===== config.mk =====
export PLATFORM = sky130hd
export DESIGN_NAME = pingpong_dma_chan
export DESIGN_NICKNAME = d
export VERILOG_FILES = /design/src/rtl/ppdma_pkg.sv /design/src/rtl/ppdma_buf_desc.sv /design/src/rtl/ppdma_mode_reg.sv /design/src/rtl/ppdma_beat_ctl.sv /design/src/rtl/pingpong_dma_chan.sv
export SDC_FILE = /design/constraint.sdc
export NUM_CORES = 1
export LEC_CHECK = 0
export ABC_AREA = 1
export ABC_CLOCK_PERIOD_IN_PS = 2200
export BUFFER_PORTS_ARGS = -buffer_cell sky130_fd_sc_hd__buf_2
export CORE_ASPECT_RATIO = 1.25
export CORE_MARGIN = 4
export CORE_UTILIZATION = 45
export DETAILED_ROUTE_END_ITERATION = 16
export GPL_TIMING_DRIVEN = 0
export PLACE_DENSITY_LB_ADDON = 0.05
export SLEW_MARGIN = 30
export SYNTH_ARGS = -nofsm -noshare
export SYNTH_HDL_FRONTEND = slang
export SYNTH_SLANG_ARGS = --single-unit

===== constraint.sdc =====
create_clock -name clk -period 2.2 [get_ports clk]
set_input_delay 0.33 -clock clk [delete_from_list [all_inputs] [get_ports clk]]
set_output_delay 0.33 -clock clk [all_outputs]
set_load 0.05 [all_outputs]

===== src/rtl/ppdma_pkg.sv =====
package ppdma_pkg;
  localparam int REG_W  = 32;
  localparam int REG_AW = 8;
  localparam int CNT_W  = 16;
  localparam int HI_W   = 4;
  localparam int LO_W   = REG_W - HI_W;
  localparam int NBUF   = 2;

  localparam logic [REG_AW-1:0] OFS_MODE_SET = 8'h00;
  localparam logic [REG_AW-1:0] OFS_MODE_CLR = 8'h04;
  localparam logic [REG_AW-1:0] OFS_DEV_ADDR = 8'h08;

  localparam int MB_EN0    = 0;
  localparam int MB_DN0    = 1;
  localparam int MB_EN1    = 2;
  localparam int MB_DN1    = 3;
  localparam int MB_ACT    = 4;
  localparam int MB_GO     = 5;
  localparam int MB_HALT   = 6;
  localparam int MB_IE     = 7;
  localparam int MB_WID_LO = 9;
  localparam int MB_DIR    = 12;
  localparam int MB_DHI_LO = 20;

  localparam logic [REG_W-1:0] MODE_WR_MASK = 32'h00FF_3FAF;
  localparam logic [REG_W-1:0] LO_MASK      = {{HI_W{1'b0}}, {LO_W{1'b1}}};

  function automatic logic [REG_AW-1:0] start_ofs(input int b);
    return REG_AW'(8'h0C + 8 * b);
  endfunction

  function automatic logic [REG_AW-1:0] count_ofs(input int b);
    return REG_AW'(8'h10 + 8 * b);
  endfunction

  // Beat size in bytes for a width code; code 3 behaves as 32-bit.
  function automatic logic [2:0] beat_bytes(input logic [1:0] wcode);
    case (wcode)
      2'd0:    return 3'd1;
      2'd1:    return 3'd2;
      default: return 3'd4;
    endcase
  endfunction

  function automatic logic [REG_W-1:0] join_addr(input logic [HI_W-1:0] hi,
                                                 input logic [REG_W-1:0] base);
    return (base & LO_MASK) | {hi, {LO_W{1'b0}}};
  endfunction
endpackage


===== src/rtl/ppdma_buf_desc.sv =====
module ppdma_buf_desc
  import ppdma_pkg::*;
(
  input  logic             clk,
  input  logic             rst_n,
  input  logic             wr_start,
  input  logic             wr_count,
  input  logic [REG_W-1:0] wdata,
  input  logic             step,
  input  logic [2:0]       step_bytes,
  output logic [REG_W-1:0] start_q,
  output logic [CNT_W-1:0] cnt_q,
  output logic [HI_W-1:0]  hi_q
);
  // Software writes take priority over the engine's per-beat update.
  always_ff @(posedge clk) begin
    if (!rst_n) begin
      start_q <= '0;
      cnt_q   <= '0;
      hi_q    <= '0;
    end else begin
      if (wr_start)  start_q <= wdata;
      else if (step) start_q <= start_q + REG_W'(step_bytes);
      if (wr_count) begin
        cnt_q <= wdata[CNT_W-1:0];
        hi_q  <= wdata[CNT_W +: HI_W];
      end else if (step) begin
        cnt_q <= cnt_q - CNT_W'(1);
      end
    end
  end
endmodule


===== src/rtl/ppdma_mode_reg.sv =====
module ppdma_mode_reg
  import ppdma_pkg::*;
(
  input  logic             clk,
  input  logic             rst_n,
  input  logic             wr_set,
  input  logic             wr_clr,
  input  logic [REG_W-1:0] wdata,
  input  logic             finish,
  output logic [REG_W-1:0] mode_q,
  output logic             act_q
);
  logic [REG_W-1:0] mode_nxt;

  // Set, then clear, then the engine's completion update on top.
  always_comb begin
    mode_nxt = mode_q;
    if (wr_set) mode_nxt = mode_nxt | (wdata & MODE_WR_MASK);
    if (wr_clr) mode_nxt = mode_nxt & ~(wdata & MODE_WR_MASK);
    if (finish) begin
      if (act_q) begin
        mode_nxt[MB_DN1] = 1'b1;
        mode_nxt[MB_EN1] = 1'b0;
      end else begin
        mode_nxt[MB_DN0] = 1'b1;
        mode_nxt[MB_EN0] = 1'b0;
      end
    end
  end

  always_ff @(posedge clk) begin
    if (!rst_n) begin
      mode_q <= '0;
      act_q  <= 1'b0;
    end else begin
      mode_q <= mode_nxt;
      if (finish) act_q <= ~act_q;
    end
  end
endmodule


===== src/rtl/ppdma_beat_ctl.sv =====
module ppdma_beat_ctl (
  input  logic clk,
  input  logic rst_n,
  input  logic go,
  input  logic en_act,
  input  logic cnt_zero,
  input  logic ie,
  input  logic periph_req,
  input  logic xfer_ack,
  output logic busy_q,
  output logic beat_start,
  output logic beat_done,
  output logic buf_finish,
  output logic irq_q
);
  logic ready;

  assign ready      = !busy_q && go && en_act;
  assign beat_start = ready && !cnt_zero && periph_req;
  assign buf_finish = ready && cnt_zero;
  assign beat_done  = busy_q && xfer_ack;

  always_ff @(posedge clk) begin
    if (!rst_n) begin
      busy_q <= 1'b0;
      irq_q  <= 1'b0;
    end else begin
      if (beat_start)     busy_q <= 1'b1;
      else if (beat_done) busy_q <= 1'b0;
      irq_q <= buf_finish && ie;
    end
  end
endmodule


===== src/rtl/pingpong_dma_chan.sv =====
module pingpong_dma_chan
  import ppdma_pkg::*;
(
  input  logic              clk,
  input  logic              rst_n,
  input  logic              reg_wr,
  input  logic [REG_AW-1:0] reg_addr,
  input  logic [REG_W-1:0]  reg_wdata,
  output logic [REG_W-1:0]  reg_rdata,
  input  logic              periph_req,
  output logic              xfer_req,
  output logic [REG_W-1:0]  xfer_mem_addr,
  output logic [REG_W-1:0]  xfer_dev_addr,
  output logic              xfer_dir,
  output logic [2:0]        xfer_bytes,
  input  logic              xfer_ack,
  output logic              irq
);
  logic [REG_W-1:0] mode_q;
  logic [REG_W-1:0] mode_view;
  logic [REG_W-1:0] dev_addr_q;
  logic             act;
  logic             go;
  logic             halt;
  logic             busy;
  logic             en_act;
  logic             cnt_zero;
  logic             beat_start;
  logic             beat_done;
  logic             buf_finish;
  logic [2:0]       step_bytes;
  logic             wr_set;
  logic             wr_clr;

  logic [REG_W-1:0] start_q [NBUF];
  logic [CNT_W-1:0] cnt_q   [NBUF];
  logic [HI_W-1:0]  hi_q    [NBUF];

  assign wr_set     = reg_wr && (reg_addr == OFS_MODE_SET);
  assign wr_clr     = reg_wr && (reg_addr == OFS_MODE_CLR);
  assign go         = mode_q[MB_GO];
  assign en_act     = act ? mode_q[MB_EN1] : mode_q[MB_EN0];
  assign cnt_zero   = (cnt_q[act] == '0);
  assign step_bytes = beat_bytes(mode_q[MB_WID_LO +: 2]);
  assign halt       = !go && !busy;

  ppdma_mode_reg u_mode (
    .clk    (clk),
    .rst_n  (rst_n),
    .wr_set (wr_set),
    .wr_clr (wr_clr),
    .wdata  (reg_wdata),
    .finish (buf_finish),
    .mode_q (mode_q),
    .act_q  (act)
  );

  ppdma_beat_ctl u_ctl (
    .clk        (clk),
    .rst_n      (rst_n),
    .go         (go),
    .en_act     (en_act),
    .cnt_zero   (cnt_zero),
    .ie         (mode_q[MB_IE]),
    .periph_req (periph_req),
    .xfer_ack   (xfer_ack),
    .busy_q     (busy),
    .beat_start (beat_start),
    .beat_done  (beat_done),
    .buf_finish (buf_finish),
    .irq_q      (irq)
  );

  for (genvar b = 0; b < NBUF; b++) begin : g_desc
    logic wr_s, wr_c, stp;
    assign wr_s = reg_wr && (reg_addr == start_ofs(b));
    assign wr_c = reg_wr && (reg_addr == count_ofs(b));
    assign stp  = beat_done && (act == 1'(b));
    ppdma_buf_desc u_desc (
      .clk        (clk),
      .rst_n      (rst_n),
      .wr_start   (wr_s),
      .wr_count   (wr_c),
      .wdata      (reg_wdata),
      .step       (stp),
      .step_bytes (step_bytes),
      .start_q    (start_q[b]),
      .cnt_q      (cnt_q[b]),
      .hi_q       (hi_q[b])
    );
  end

  always_ff @(posedge clk) begin
    if (!rst_n)                                dev_addr_q <= '0;
    else if (reg_wr && reg_addr == OFS_DEV_ADDR) dev_addr_q <= reg_wdata;
  end

  always_comb begin
    mode_view          = mode_q;
    mode_view[MB_ACT]  = act;
    mode_view[MB_HALT] = halt;
  end

  always_comb begin
    reg_rdata = '0;
    if (reg_addr == OFS_MODE_SET) reg_rdata = mode_view;
    if (reg_addr == OFS_DEV_ADDR) reg_rdata = dev_addr_q;
    for (int b = 0; b < NBUF; b++) begin
      if (reg_addr == start_ofs(b)) reg_rdata = start_q[b];
      if (reg_addr == count_ofs(b)) reg_rdata = REG_W'({hi_q[b], cnt_q[b]});
    end
  end

  assign xfer_req      = busy;
  assign xfer_mem_addr = join_addr(hi_q[act], start_q[act]);
  assign xfer_dev_addr = join_addr(mode_q[MB_DHI_LO +: HI_W], dev_addr_q);
  assign xfer_dir      = mode_q[MB_DIR];
  assign xfer_bytes    = step_bytes;
endmodule


==> results.sh <==
export IMPL_finClkSkew_ps=9.438
export IMPL_synth_ff_type="dfxtp_1"
export IMPL_status="complete, but fails checks"
export IMPL_design_core_area_um2=22960
export IMPL_wl_met2_um=24210
export IMPL_violations="setup timing"
export IMPL_design_portCount=147
export IMPL_timing_slew_headroom_pct=31.08
export IMPL_global_route_wire_length_before_repair_um=77360
export IMPL_most_common_cell_in_the_netlist="nand2_1"
export IMPL_fin_tns_setup_ps=-68.35
export IMPL_hold_violations_final=0
export IMPL_drive_gt1_share_pct=21.22
export IMPL_tritoncts_num_buffers=17
export IMPL_gate_count_post_synth=1690
export IMPL_gr_usage_all_layers_pct=41.14
export IMPL_die_area_um2=25820
export IMPL_num_nets_final=1953
export IMPL_hold_buffers=0
export IMPL_worst_setup_hold_path_clk_slew_ps=70
export IMPL_timing_setup_critical_path_class="in -> out"
export IMPL_synth_enable_flop_cells=0
export IMPL_worstMarginPinSlew_ps=1034
export IMPL_synth_top_cell_area_share_pct=30.37
export IMPL_yosysSeqAreaShare_pct=30.37
export IMPL_leakage_nw=5.756
export IMPL_worst_skew_pair_late_latency_ps=450
export IMPL_std_cell_rows=62
export IMPL_cts_max_level=4
export IMPL_grt_overflow_total=0
export IMPL_grt_antenna_before_repair=1
export IMPL_post_synth_num_cell_types=47
export IMPL_yosys_top_cells_count="nand2_1 (462), inv_1 (209), dfxtp_1 (159)"
export IMPL_worst_r2r_endpoint="g_desc[1].u_desc.start_q[18]$_SDFFE_PN0P_"
export IMPL_startpoint_type="input port"
export IMPL_vdd_ir_drop_max_mv=0.5599
export IMPL_first_iter_violations=1289
export IMPL_die_width_um=144.5
export IMPL_async_reset_ff_share_pct=0
export IMPL_antenna_left=0
export IMPL_clk_path_buf_depth=2
export IMPL_cp_max_fo=6
export IMPL_regToRegStartpoint="u_mode.act_q$_SDFFE_PN0P_"
export IMPL_synthTopCellsByArea="dfxtp_1 (30%), nand2_1 (17%), inv_1 (7.5%)"
export IMPL_fmaxAchievable_ghz=0.4490
export IMPL_ys_warnings_count=0
export IMPL_cts_tree="built"
export IMPL_detailedPlacementHpwl_um=40790
export IMPL_wl_cell_um=24.48
export IMPL_synth_seq_cells=159
export IMPL_max_cap_viol_count=0
export IMPL_min_period_over_period_pct=101.2
export IMPL_vias=13210
export IMPL_yosysTopAreaCell="dfxtp_1"
export IMPL_area_growth_synth_to_final_pct=27.44
export IMPL_utilization_pct=58.18
export IMPL_grt_max_degree=17
export IMPL_cts_root_buf="clkbuf_16"
export IMPL_mappedNetlistArea_um2=10480
export IMPL_slew_viol_final=0
export IMPL_met3RoutedLength_um=5179
export IMPL_drt_vias_per_instance=6.000
export IMPL_timing_critical_path_required_ps=1870
export IMPL_critPathLaunch="reg_addr[3]"
export IMPL_syn_num_nets=1743
export IMPL_fp_dieH_um=178.6
export IMPL_globalplace_congestion=1.028
export IMPL_setup_reg_to_reg_worst_slack_ps=70
export IMPL_layout_min_cycle_time_ps=2227
export IMPL_initial_core_util_pct=45.65
export IMPL_grt_pass1_vias=12320
export IMPL_fill_cells=2365
export IMPL_wl_um=53910
export IMPL_drtPass1Iterations=7
export IMPL_unrepaired_setup_endpoints_after_global_routing="yes"
export IMPL_power_density_normalized_to_cell_area_nw_per_um2=477.0
export IMPL_routed_top_layer="met4"
export IMPL_cp_end_kind="output pin"
export IMPL_crit_end="reg_rdata[3]"
export IMPL_drt_met1_wl_um=19700
export IMPL_setup_viol=5
export IMPL_syn_avg_cell_area_um2=6.203
export IMPL_portBuffers=146
export IMPL_drcViolationCount=0
export IMPL_hold_path_class="in -> reg"
export IMPL_critPathArrivalTime_ps=1900
export IMPL_clock_sinks=159
export IMPL_postLayoutSetupSlackWorst_ps=-26.95
export IMPL_rr_worst_depth=8
-- through the flow --
step / setup slack, ps / hold WS [ps] / std cells / instance area, µm² / total power (W)
2_1_floorplan: -162.3 / 430.1 / 1690 / 10510 / 0.003073
5_1_grt: -74.60 / 149.3 / 2201 / 13360 / 0.006500
3_5_place_dp: -989.2 / 484.0 / 2125 / 11610 / 0.003283
3_3_place_gp: -990.9 / 476.0 / 2124 / 11600 / 0.003282
6_report: -26.95 / 152.2 / 2202 / 13360 / 0.006372
4_1_cts: -52.55 / 142.3 / 2185 / 12990 / 0.006332
-- report_power, final --
| part | total [W] | internal, W | switching, W |
|---|---|---|---|
| registers | 0.00288 | 0.00288 | 0.00000589 |
| logic | 0.000388 | 0.0000875 | 0.000300 |
| clock network | 0.00310 | 0.00174 | 0.00136 |
| total | 0.00637 | 0.00471 | 0.00167 |
-- worst min path at each step --
| stage | startpoint | endpoint | cells after the start |
|---|---|---|---|
| floorplan | reg_wdata[23] | flip-flop | 1 |
| global placement | g_desc[1].u_desc.hi_q[0]$_SDFFE_PN0P_ | g_desc[1].u_desc.hi_q[0]$_SDFFE_PN0P_ | 2 |
| detailed placement | g_desc[1].u_desc.start_q[30]$_SDFFE_PN0P_ | g_desc[1].u_desc.start_q[30]$_SDFFE_PN0P_ | 2 |
| CTS | reg_wdata[18] | flip-flop | 2 |
| global route | reg_wdata[18] | flip-flop | 2 |
| finish | reg_wdata[18] | flip-flop | 2 |
-- metal layers --
layer / vias up / GRT usage, %
li1: 5980 / -
met5: - / 0
met1: 6192 / 48.57
met4: 0 / 30.25
met2: 816 / 65.01
met3: 224 / 8.876
-- placed cells by master (no fill, tap or decap), drive strengths merged --
master / count
a211oi: 16
a21oi: 142
a221oi: 1
a22oi: 3
a311oi: 2
a31oi: 19
buf: 244
bufinv: 2
clkbuf: 67
clkinv: 5
clkinvlp: 5
dfxtp: 159
diode: 1
ha: 8
inv: 232
nand2: 467
nand3: 106
nand4: 31
nor2: 122
nor3: 36
nor3b: 1
nor4: 6
o2111ai: 19
o211ai: 11
o21a: 1
o21ai: 156
o21bai: 2
o221ai: 10
o22ai: 10
o31ai: 1
or2: 1
xnor2: 4
xor2: 24
-- worst max-delay path: stages --
cell       delay, ps
buf_2            110
inv_4            110
nor3_4            60
inv_2             90
nor2_4            40
buf_12           150
buf_8            140
nand2_1           50
o21ai_0          100
a21oi_2          340
o2111ai_2        170
buf_6            190
-- cell type report --
class / instances / area [µm²] / area share (%)
clock inverters: 12 / 135.1 / 1.012
multi-input cells: 1199 / 6222 / 46.58
plain buffers: 98 / 680.7 / 5.095
inverters: 232 / 904.6 / 6.772
repair buffers: 193 / 1405 / 10.52
well taps: 288 / 360.3 / 2.697
clock buffers: 20 / 456.7 / 3.419
diodes: 1 / 2.502 / 0.01873
flip-flops and latches: 159 / 3192 / 23.89
-- kinds of logic (layout without fill, tap and decap cells) --
family / Yosys count / after routing / synth area share [%]
buf+inv: 332 / 555 / 13.37
flops: 159 / 159 / 30.37
other cells: 0 / 1 / 0
xor+xnor: 28 / 28 / 2.339
compound gates: 393 / 393 / 21.17
simple gates: 770 / 770 / 31.80
fa+ha+maj: 8 / 8 / 0.9549
-- timing repair --
item                       4_1_cts  5_1_grt
setup endpoints to repair      117       68
resized for setup              144       74
gates cloned                     3        2
setup buffers                   26       15
pin swaps                       13       16
(Power assumes the default switching activity.)
